`src/rtl/cat_pkg.sv`:
```
package cat_pkg;

    localparam int MAX_UNITS   = 5;
    localparam int ADDR_W      = 5;
    localparam int A_CTRL      = 0;
    localparam int A_GMODE     = 1;
    localparam int A_UMODE0    = 2;
    localparam int A_CNT_LO    = 7;
    localparam int A_CNT_HI    = 8;
    localparam int A_UREG0     = 9;

    typedef enum logic [1:0] {
        SRC_SLOW = 2'd0,
        SRC_FAST = 2'd1,
        SRC_TMR0 = 2'd2,
        SRC_PIN  = 2'd3
    } src_e;

    typedef struct packed {
        logic cmp_en;
        logic cap_rise;
        logic cap_fall;
        logic match_en;
        logic irq_en;
    } unit_mode_t;

    function automatic unit_mode_t to_mode(logic [7:0] b);
        unit_mode_t m;
        m.cmp_en   = b[6];
        m.cap_rise = b[5];
        m.cap_fall = b[4];
        m.match_en = b[3];
        m.irq_en   = b[0];
        return m;
    endfunction

    function automatic logic [7:0] from_mode(unit_mode_t m);
        return {1'b0, m.cmp_en, m.cap_rise, m.cap_fall, m.match_en, 2'b00, m.irq_en};
    endfunction

endpackage

```
`src/rtl/cat_sync.sv`:
```
module cat_sync #(
    parameter int W = 1
) (
    input  logic         clk_i,
    input  logic         rst_i,
    input  logic [W-1:0] d_i,
    output logic [W-1:0] lvl_o,
    output logic [W-1:0] dly_o
);
    logic [W-1:0] s1_q, s2_q, s3_q;

    always_ff @(posedge clk_i) begin
        if (rst_i) begin
            s1_q <= '0;
            s2_q <= '0;
            s3_q <= '0;
        end else begin
            s1_q <= d_i;
            s2_q <= s1_q;
            s3_q <= s2_q;
        end
    end

    assign lvl_o = s2_q;
    assign dly_o = s3_q;
endmodule

```
`src/rtl/cat_prescale.sv`:
```
module cat_prescale
    import cat_pkg::*;
#(
    parameter int SLOW_DIV = 12,
    parameter int FAST_DIV = 6
) (
    input  logic clk_i,
    input  logic rst_i,
    input  src_e src_i,
    input  logic tmr0_i,
    input  logic pin_rise_i,
    output logic tick_o
);
    localparam int PS_W = $clog2(SLOW_DIV);

    logic [PS_W-1:0] ps_q;
    logic            slow_tick, fast_tick;

    always_ff @(posedge clk_i) begin
        if (rst_i)                             ps_q <= '0;
        else if (ps_q == PS_W'(SLOW_DIV - 1))  ps_q <= '0;
        else                                   ps_q <= ps_q + 1'b1;
    end

    assign slow_tick = (ps_q == PS_W'(SLOW_DIV - 1));
    assign fast_tick = ((int'(ps_q) % FAST_DIV) == FAST_DIV - 1);

    always_comb begin
        unique case (src_i)
            SRC_SLOW: tick_o = slow_tick;
            SRC_FAST: tick_o = fast_tick;
            SRC_TMR0: tick_o = tmr0_i;
            default:  tick_o = pin_rise_i;
        endcase
    end
endmodule

```
`src/rtl/cat_unit.sv`:
```
module cat_unit
    import cat_pkg::*;
#(
    parameter int CNT_W = 16
) (
    input  logic             clk_i,
    input  logic             rst_i,
    input  unit_mode_t       mode_i,
    input  logic [CNT_W-1:0] cnt_q_i,
    input  logic [CNT_W-1:0] cnt_nxt_i,
    input  logic             step_i,
    input  logic             pin_lvl_i,
    input  logic             pin_dly_i,
    input  logic             wr_lo_i,
    input  logic             wr_hi_i,
    input  logic [7:0]       wdata_i,
    output logic [CNT_W-1:0] reg_o,
    output logic             evt_o
);
    logic [CNT_W-1:0] reg_q;
    logic             cap_hit, match_hit;

    assign cap_hit   = (mode_i.cap_rise & pin_lvl_i & ~pin_dly_i)
                     | (mode_i.cap_fall & ~pin_lvl_i & pin_dly_i);
    assign match_hit = mode_i.cmp_en & mode_i.match_en & step_i & (cnt_nxt_i == reg_q);

    always_ff @(posedge clk_i) begin
        if (rst_i)        reg_q <= '0;
        else if (cap_hit) reg_q <= cnt_q_i;
        else if (wr_lo_i) reg_q[7:0] <= wdata_i;
        else if (wr_hi_i) reg_q[CNT_W-1:8] <= wdata_i[CNT_W-9:0];
    end

    assign reg_o = reg_q;
    assign evt_o = cap_hit | match_hit;
endmodule

```
`src/rtl/cat_timer.sv`:
```
module cat_timer
    import cat_pkg::*;
#(
    parameter int NUM_UNITS = 5,
    parameter int CNT_W     = 16,
    parameter int SLOW_DIV  = 12,
    parameter int FAST_DIV  = 6
) (
    input  logic                 clk_i,
    input  logic                 rst_i,
    input  logic [ADDR_W-1:0]    addr_i,
    input  logic                 wr_i,
    input  logic [7:0]           wdata_i,
    output logic [7:0]           rdata_o,
    input  logic [NUM_UNITS:0]   flag_set_i,
    input  logic [NUM_UNITS:0]   flag_clr_i,
    input  logic                 tmr0_ovf_i,
    input  logic                 ext_cnt_i,
    input  logic [NUM_UNITS-1:0] cap_i,
    output logic                 irq_o
);
    localparam int WRAP_BIT = NUM_UNITS;

    logic                 run_q, ecf_q, cf_q;
    src_e                 src_q;
    logic [NUM_UNITS-1:0] ccf_q;
    unit_mode_t           umode_q [NUM_UNITS];
    logic [CNT_W-1:0]     cnt_q, cnt_nxt;
    logic                 we_ctrl, we_gmode, we_lo, we_hi;
    logic                 tick, step, cf_hw;
    logic                 pin_lvl, pin_dly;
    logic [NUM_UNITS-1:0] cap_lvl, cap_dly, unit_evt;
    logic [CNT_W-1:0]     ureg [NUM_UNITS];

    assign we_ctrl  = wr_i && (int'(addr_i) == A_CTRL);
    assign we_gmode = wr_i && (int'(addr_i) == A_GMODE);
    assign we_lo    = wr_i && (int'(addr_i) == A_CNT_LO);
    assign we_hi    = wr_i && (int'(addr_i) == A_CNT_HI);

    cat_sync #(.W(1)) pin_sync_i (
        .clk_i(clk_i), .rst_i(rst_i), .d_i(ext_cnt_i), .lvl_o(pin_lvl), .dly_o(pin_dly)
    );

    cat_sync #(.W(NUM_UNITS)) cap_sync_i (
        .clk_i(clk_i), .rst_i(rst_i), .d_i(cap_i), .lvl_o(cap_lvl), .dly_o(cap_dly)
    );

    cat_prescale #(.SLOW_DIV(SLOW_DIV), .FAST_DIV(FAST_DIV)) pre_i (
        .clk_i(clk_i), .rst_i(rst_i), .src_i(src_q), .tmr0_i(tmr0_ovf_i),
        .pin_rise_i(pin_lvl & ~pin_dly), .tick_o(tick)
    );

    assign step    = run_q & tick;
    assign cnt_nxt = cnt_q + 1'b1;
    assign cf_hw   = step & (cnt_q == '1) & ~we_lo & ~we_hi;

    always_ff @(posedge clk_i) begin
        if (rst_i) begin
            cnt_q <= '0;
            run_q <= 1'b0;
            ecf_q <= 1'b0;
            src_q <= SRC_SLOW;
            cf_q  <= 1'b0;
            ccf_q <= '0;
        end else begin
            if (we_lo)      cnt_q[7:0] <= wdata_i;
            else if (we_hi) cnt_q[CNT_W-1:8] <= wdata_i[CNT_W-9:0];
            else if (step)  cnt_q <= cnt_nxt;
            if (we_ctrl)  run_q <= wdata_i[6];
            if (we_gmode) begin
                src_q <= src_e'(wdata_i[2:1]);
                ecf_q <= wdata_i[0];
            end
            cf_q  <= cf_hw | flag_set_i[WRAP_BIT] | (cf_q & ~flag_clr_i[WRAP_BIT]);
            ccf_q <= unit_evt | flag_set_i[NUM_UNITS-1:0] | (ccf_q & ~flag_clr_i[NUM_UNITS-1:0]);
        end
    end

    for (genvar n = 0; n < NUM_UNITS; n++) begin : g_unit
        logic we_mode;
        assign we_mode = wr_i && (int'(addr_i) == A_UMODE0 + n);

        always_ff @(posedge clk_i) begin
            if (rst_i)        umode_q[n] <= '0;
            else if (we_mode) umode_q[n] <= to_mode(wdata_i);
        end

        cat_unit #(.CNT_W(CNT_W)) unit_i (
            .clk_i     (clk_i),
            .rst_i     (rst_i),
            .mode_i    (umode_q[n]),
            .cnt_q_i   (cnt_q),
            .cnt_nxt_i (cnt_nxt),
            .step_i    (step),
            .pin_lvl_i (cap_lvl[n]),
            .pin_dly_i (cap_dly[n]),
            .wr_lo_i   (wr_i && (int'(addr_i) == A_UREG0 + 2*n)),
            .wr_hi_i   (wr_i && (int'(addr_i) == A_UREG0 + 2*n + 1)),
            .wdata_i   (wdata_i),
            .reg_o     (ureg[n]),
            .evt_o     (unit_evt[n])
        );
    end

    always_comb begin
        logic [MAX_UNITS-1:0] ccf_b;
        logic                 unit_irq;
        ccf_b    = '0;
        unit_irq = 1'b0;
        for (int i = 0; i < NUM_UNITS; i++) begin
            ccf_b[i] = ccf_q[i];
            unit_irq = unit_irq | (ccf_q[i] & umode_q[i].irq_en);
        end
        irq_o = (cf_q & ecf_q) | unit_irq;

        rdata_o = '0;
        case (int'(addr_i))
            A_CTRL:   rdata_o = {cf_q, run_q, 1'b0, ccf_b};
            A_GMODE:  rdata_o = {5'b0, src_q, ecf_q};
            A_CNT_LO: rdata_o = cnt_q[7:0];
            A_CNT_HI: rdata_o = cnt_q[CNT_W-1:8];
            default:  rdata_o = '0;
        endcase
        for (int i = 0; i < NUM_UNITS; i++) begin
            if (int'(addr_i) == A_UMODE0 + i)      rdata_o = from_mode(umode_q[i]);
            if (int'(addr_i) == A_UREG0 + 2*i)     rdata_o = ureg[i][7:0];
            if (int'(addr_i) == A_UREG0 + 2*i + 1) rdata_o = ureg[i][CNT_W-1:8];
        end
    end
endmodule


```
`config.mk`:
```
export PLATFORM = sky130hd
export DESIGN_NAME = cat_timer
export DESIGN_NICKNAME = d
export VERILOG_FILES = /design/src/rtl/cat_pkg.sv /design/src/rtl/cat_sync.sv /design/src/rtl/cat_prescale.sv /design/src/rtl/cat_unit.sv /design/src/rtl/cat_timer.sv
export SDC_FILE = /design/constraint.sdc
export NUM_CORES = 1
export LEC_CHECK = 0
export BUFFER_PORTS_ARGS = -buffer_cell sky130_fd_sc_hd__buf_2
export CAP_MARGIN = 30
export CORE_ASPECT_RATIO = 1.75
export CORE_MARGIN = 2
export CORE_UTILIZATION = 60
export DETAILED_ROUTE_END_ITERATION = 7
export PLACE_DENSITY = 0.77
export SETUP_SLACK_MARGIN = 0.1
export SYNTH_ARGS = -nofsm -noshare
export SYNTH_HDL_FRONTEND = slang
export SYNTH_HIERARCHICAL = 1
export SYNTH_SLANG_ARGS = --single-unit
```
`constraint.sdc`:
```
create_clock -name clk_i -period 5.3 [get_ports clk_i]
set_clock_uncertainty 0.2 [all_clocks]
set_input_delay 0.795 -clock clk_i [delete_from_list [all_inputs] [get_ports clk_i]]
set_output_delay 0.795 -clock clk_i [all_outputs]
set_load 0.01 [all_outputs]
```
==> summary.md <==
| Metric | Value |
|---|---|
| Cell variety after synth | `between 80 and 90` |
| # placed instances | `around 1,300` |
| Crit Path Max Fanout | `between 40 and 50` |
| Ports | `44` |
| Max cap viols | `0` |
| GRT Total Usage | `a little under half` |
| TritonCTS Sinks | `around 150` |
| Avg Synthesized Cell Area | `around 8.6 um2` |
| Hold Path Class | `flop to flop` |
| Cts bufs inserted | `17` |
| Vias in the first global route | `9,027` |
| CP Data Arrival Time | `3.34 ns` |
| Starting Density | `between 60% and 70%` |
| Cell Rows | `slightly above 60` |
| Highest-delay cell along the critical path | `buf_2` |
| Synthesized area | `between 9000 and 10,000 um2` |
| Post-route setup slack | `between 0.9 and 1 ns` |
| Die area | `17,200 um2` |
| FMAX | `231 MHz` |
| Setup Fix Bufs, Post-CTS | `0` |
| Most frequent cells in the layout | `nor2_1, dfxtp_1, a211oi_1, mux2i_1, xnor2_1` |
| Drt total wl | `roughly 40,000 um` |
| CP peak stage delay | `around 0.7 ns` |
| Sequential element share of the synthesized area | `~34%` |
| Diode count | `0` |
| IR Drop Worst-Case VDD | `0.000293 V` |
| Final Max Tran Viols | `0` |
| GRT busiest layer | `met2` |
| CP endpoint kind | `primary output` |
| I/O Buffers | `between 40 and 50` |
| Post-synthesis cell count | `1,131` |
| Post-Layout Cell Count | `approximately 1,400` |
| Die span in y | `between 150 and 200 um` |
| Post-Route Setup TNS | `0 ns` |
| Seq cells post-synth | `153` |
| Top_reg_cell synth | `dfxtp_1` |
| Max-slew headroom | `roughly 36%` |
| Total power per unit cell area | `roughly 270 nW/um2` |
| M3 GR Usage | `a little under a tenth` |
| Vias per inst | `between 7 and 8` |
| Bufs and invs on worst path | `2` |
| Core area | `~16,000 um2` |
| Post-synth EDFFs | `25` |
| Largest net degree at the start of global routing | `78` |
| Final ANT Viol Nets | `0` |
| Slew @ Worst Pin | `0.955 ns` |
| Die extent in x | `between 100 and 150 um` |
| Status | `finished, final reports clean` |
| Wire length per cell | `about 29 um` |
| Worst skew pair latency | `0.44 ns` |
| Hold buffers post-CTS | `0` |
| TritonCTS clock tree | `done` |
| Routability cong. | `~1.1` |
| Async SR Flop Fraction | `0%` |
| Min Tclk post-route | `roughly 4.3 ns` |
| Clock Tree Buf Depth | `2` |
| GRT met2 Usage | `about three quarters` |
| Static leakage | `around 3.8 nW` |
| 1st-iter DRT viols | `approximately 980` |
| Syn_nets | `between 1,000 and 1,500` |
| CTS clk-pin slew, worst paths | `roughly 0.06 ns` |
| Critical path type | `input pin to primary output` |
| CP Launch Type | `input pin` |
| CTS Root Cell | `clkbuf_16` |
| Share of layout cells above drive strength 1 | `between 10% and 20%` |
| CP top delay family | `buffers and inverters` |
| Worst Reg-to-Reg Cells | `10` |
| Commonest non-fill, non-tap cell in the layout | `nor2_1` |
| Most common cell on crit path | `buf_2` |
| Resized cells post-CTS | `0` |
| First-pass GRT wire length | `57,600 um` |
| Syn. warnings | `6` |
| CTS HTree Levels | `4` |
| Endpoints failing setup | `0` |
| DRC | `0` |
| Detailed-route via count | `between 9,000 and 10,000` |
| Initial DRT Pass Iterations | `7` |
| Crit. path cell count | `8` |
| Critical-path cell list | `buf_2, nor2b_1, nand2_1, o21ai_0, a22oi_1, a2111oi_0, a211oi_1, buf_2` |
| Hpwl dp | `around 28,000 um` |
| Final #Nets | `between 1,000 and 1,500` |
| Part of the cycle the worst path needs | `about four fifths` |
| Setup WS pre-CTS | `between 1 and 1.5 ns` |
| Final Hold Vio Count | `0` |
| Grt ovf | `0` |
| Met1 Track Usage GR | `52.4%` |
| Worst Hold Path Cells | `1` |
| RSZ-0062 raised after global routing | `no` |
| Layout area overhead | `10.2%` |
| Initial antenna violation count | `0` |
| Required time of the critical path | `around 4.3 ns` |
==> Yosys cell counts, types with 22 or more instances <==
cell type / count / area [um2]
a211oi_1: 91 / 683
a21oi_1: 61 / 305
and2_1: 27 / 169
buf_2: 31 / 155
clkbuf_1: 36 / 135
dfxtp_1: 128 / 2560
edfxtp_1: 25 / 751
mux2i_1: 87 / 871
nand2_1: 54 / 203
nand4_1: 22 / 138
nor2_1: 148 / 556
nor2b_1: 25 / 156
nor3_1: 24 / 120
o21ai_0: 32 / 160
xnor2_1: 78 / 683
==> layout make-up <==
type	count	area [um2]
Clock buffer	17	425
Clock inverter	15	151
Inverter	13	48.8
Multi-Input combinational cell	882	5920
Fill cell	1306	5190
Sequential cell	153	3310
Timing Repair Buffer	89	583
Tap cell	189	236
==> state kept, by name (all words and copies together), names as in the netlist <==
name	count
pin_sync_i/s1_q	1
umode_q	25
ecf_q	1
pre_i/ps_q	4
ccf_q	5
cf_q	1
cap_sync_i/lvl_o	5
pin_sync_i/dly_o	1
src_q	2
pin_sync_i/lvl_o	1
g_unit.unit_i/reg_o	80
cap_sync_i/s1_q	5
cnt_q	16
cap_sync_i/dly_o	5
run_q	1
==> routing by layer <==
layer | vias up | routed length (um)
met5 | - | 0
met2 | 695 | 18000
met3 | 243 | 3510
met4 | 0 | 4480
li1 | 4177 | -
met1 | 4537 | 14000
==> final timing paths <==
kind | from | endpoint | slack [ns]
hold reg to reg | cap_sync_i/s1_q[0] | cap_sync_i/lvl_o[0] | 0.25
setup reg to reg | cnt_q[4] | ccf_q[2] | 1.13
setup / recovery | addr_i[3] | rdata_o[4] | 0.97
hold / removal | cap_sync_i/s1_q[0] | cap_sync_i/lvl_o[0] | 0.25
==> per-stage QoR <==
stage                     power (mW)  cell area (um2)  util (%)  hold WS, ns
final                           2.92            10700      67.3        0.245
after global routing            2.98            10700      67.3        0.267
after CTS                       2.90            10700      67.2        0.248
after detailed placement        1.70            10100      63.5        0.230
after global placement          1.69            10000      63.1        0.217
after floorplan                 1.54             9700         -        0.211
==> power by group <==
group,switching [mW],internal [mW],total (mW)
logic,0.242,0.140,0.382
clock network,0.535,0.694,1.23
registers,0.0761,1.24,1.31
total,0.853,2.07,2.92
==> cells by family after synthesis <==
group / after synthesis / share of synthesized area, %
AOI/OAI and AO/OA: 288 / 20.7
adders and majority gates: 6 / 0.774
DFF: 153 / 34.2
xor gates and xnor gates: 99 / 8.94
buffers and inverters: 96 / 4.75
and+or+nand+nor: 399 / 21.3
muxes: 90 / 9.33
Note: power is estimated with default switching activity, not from simulation.
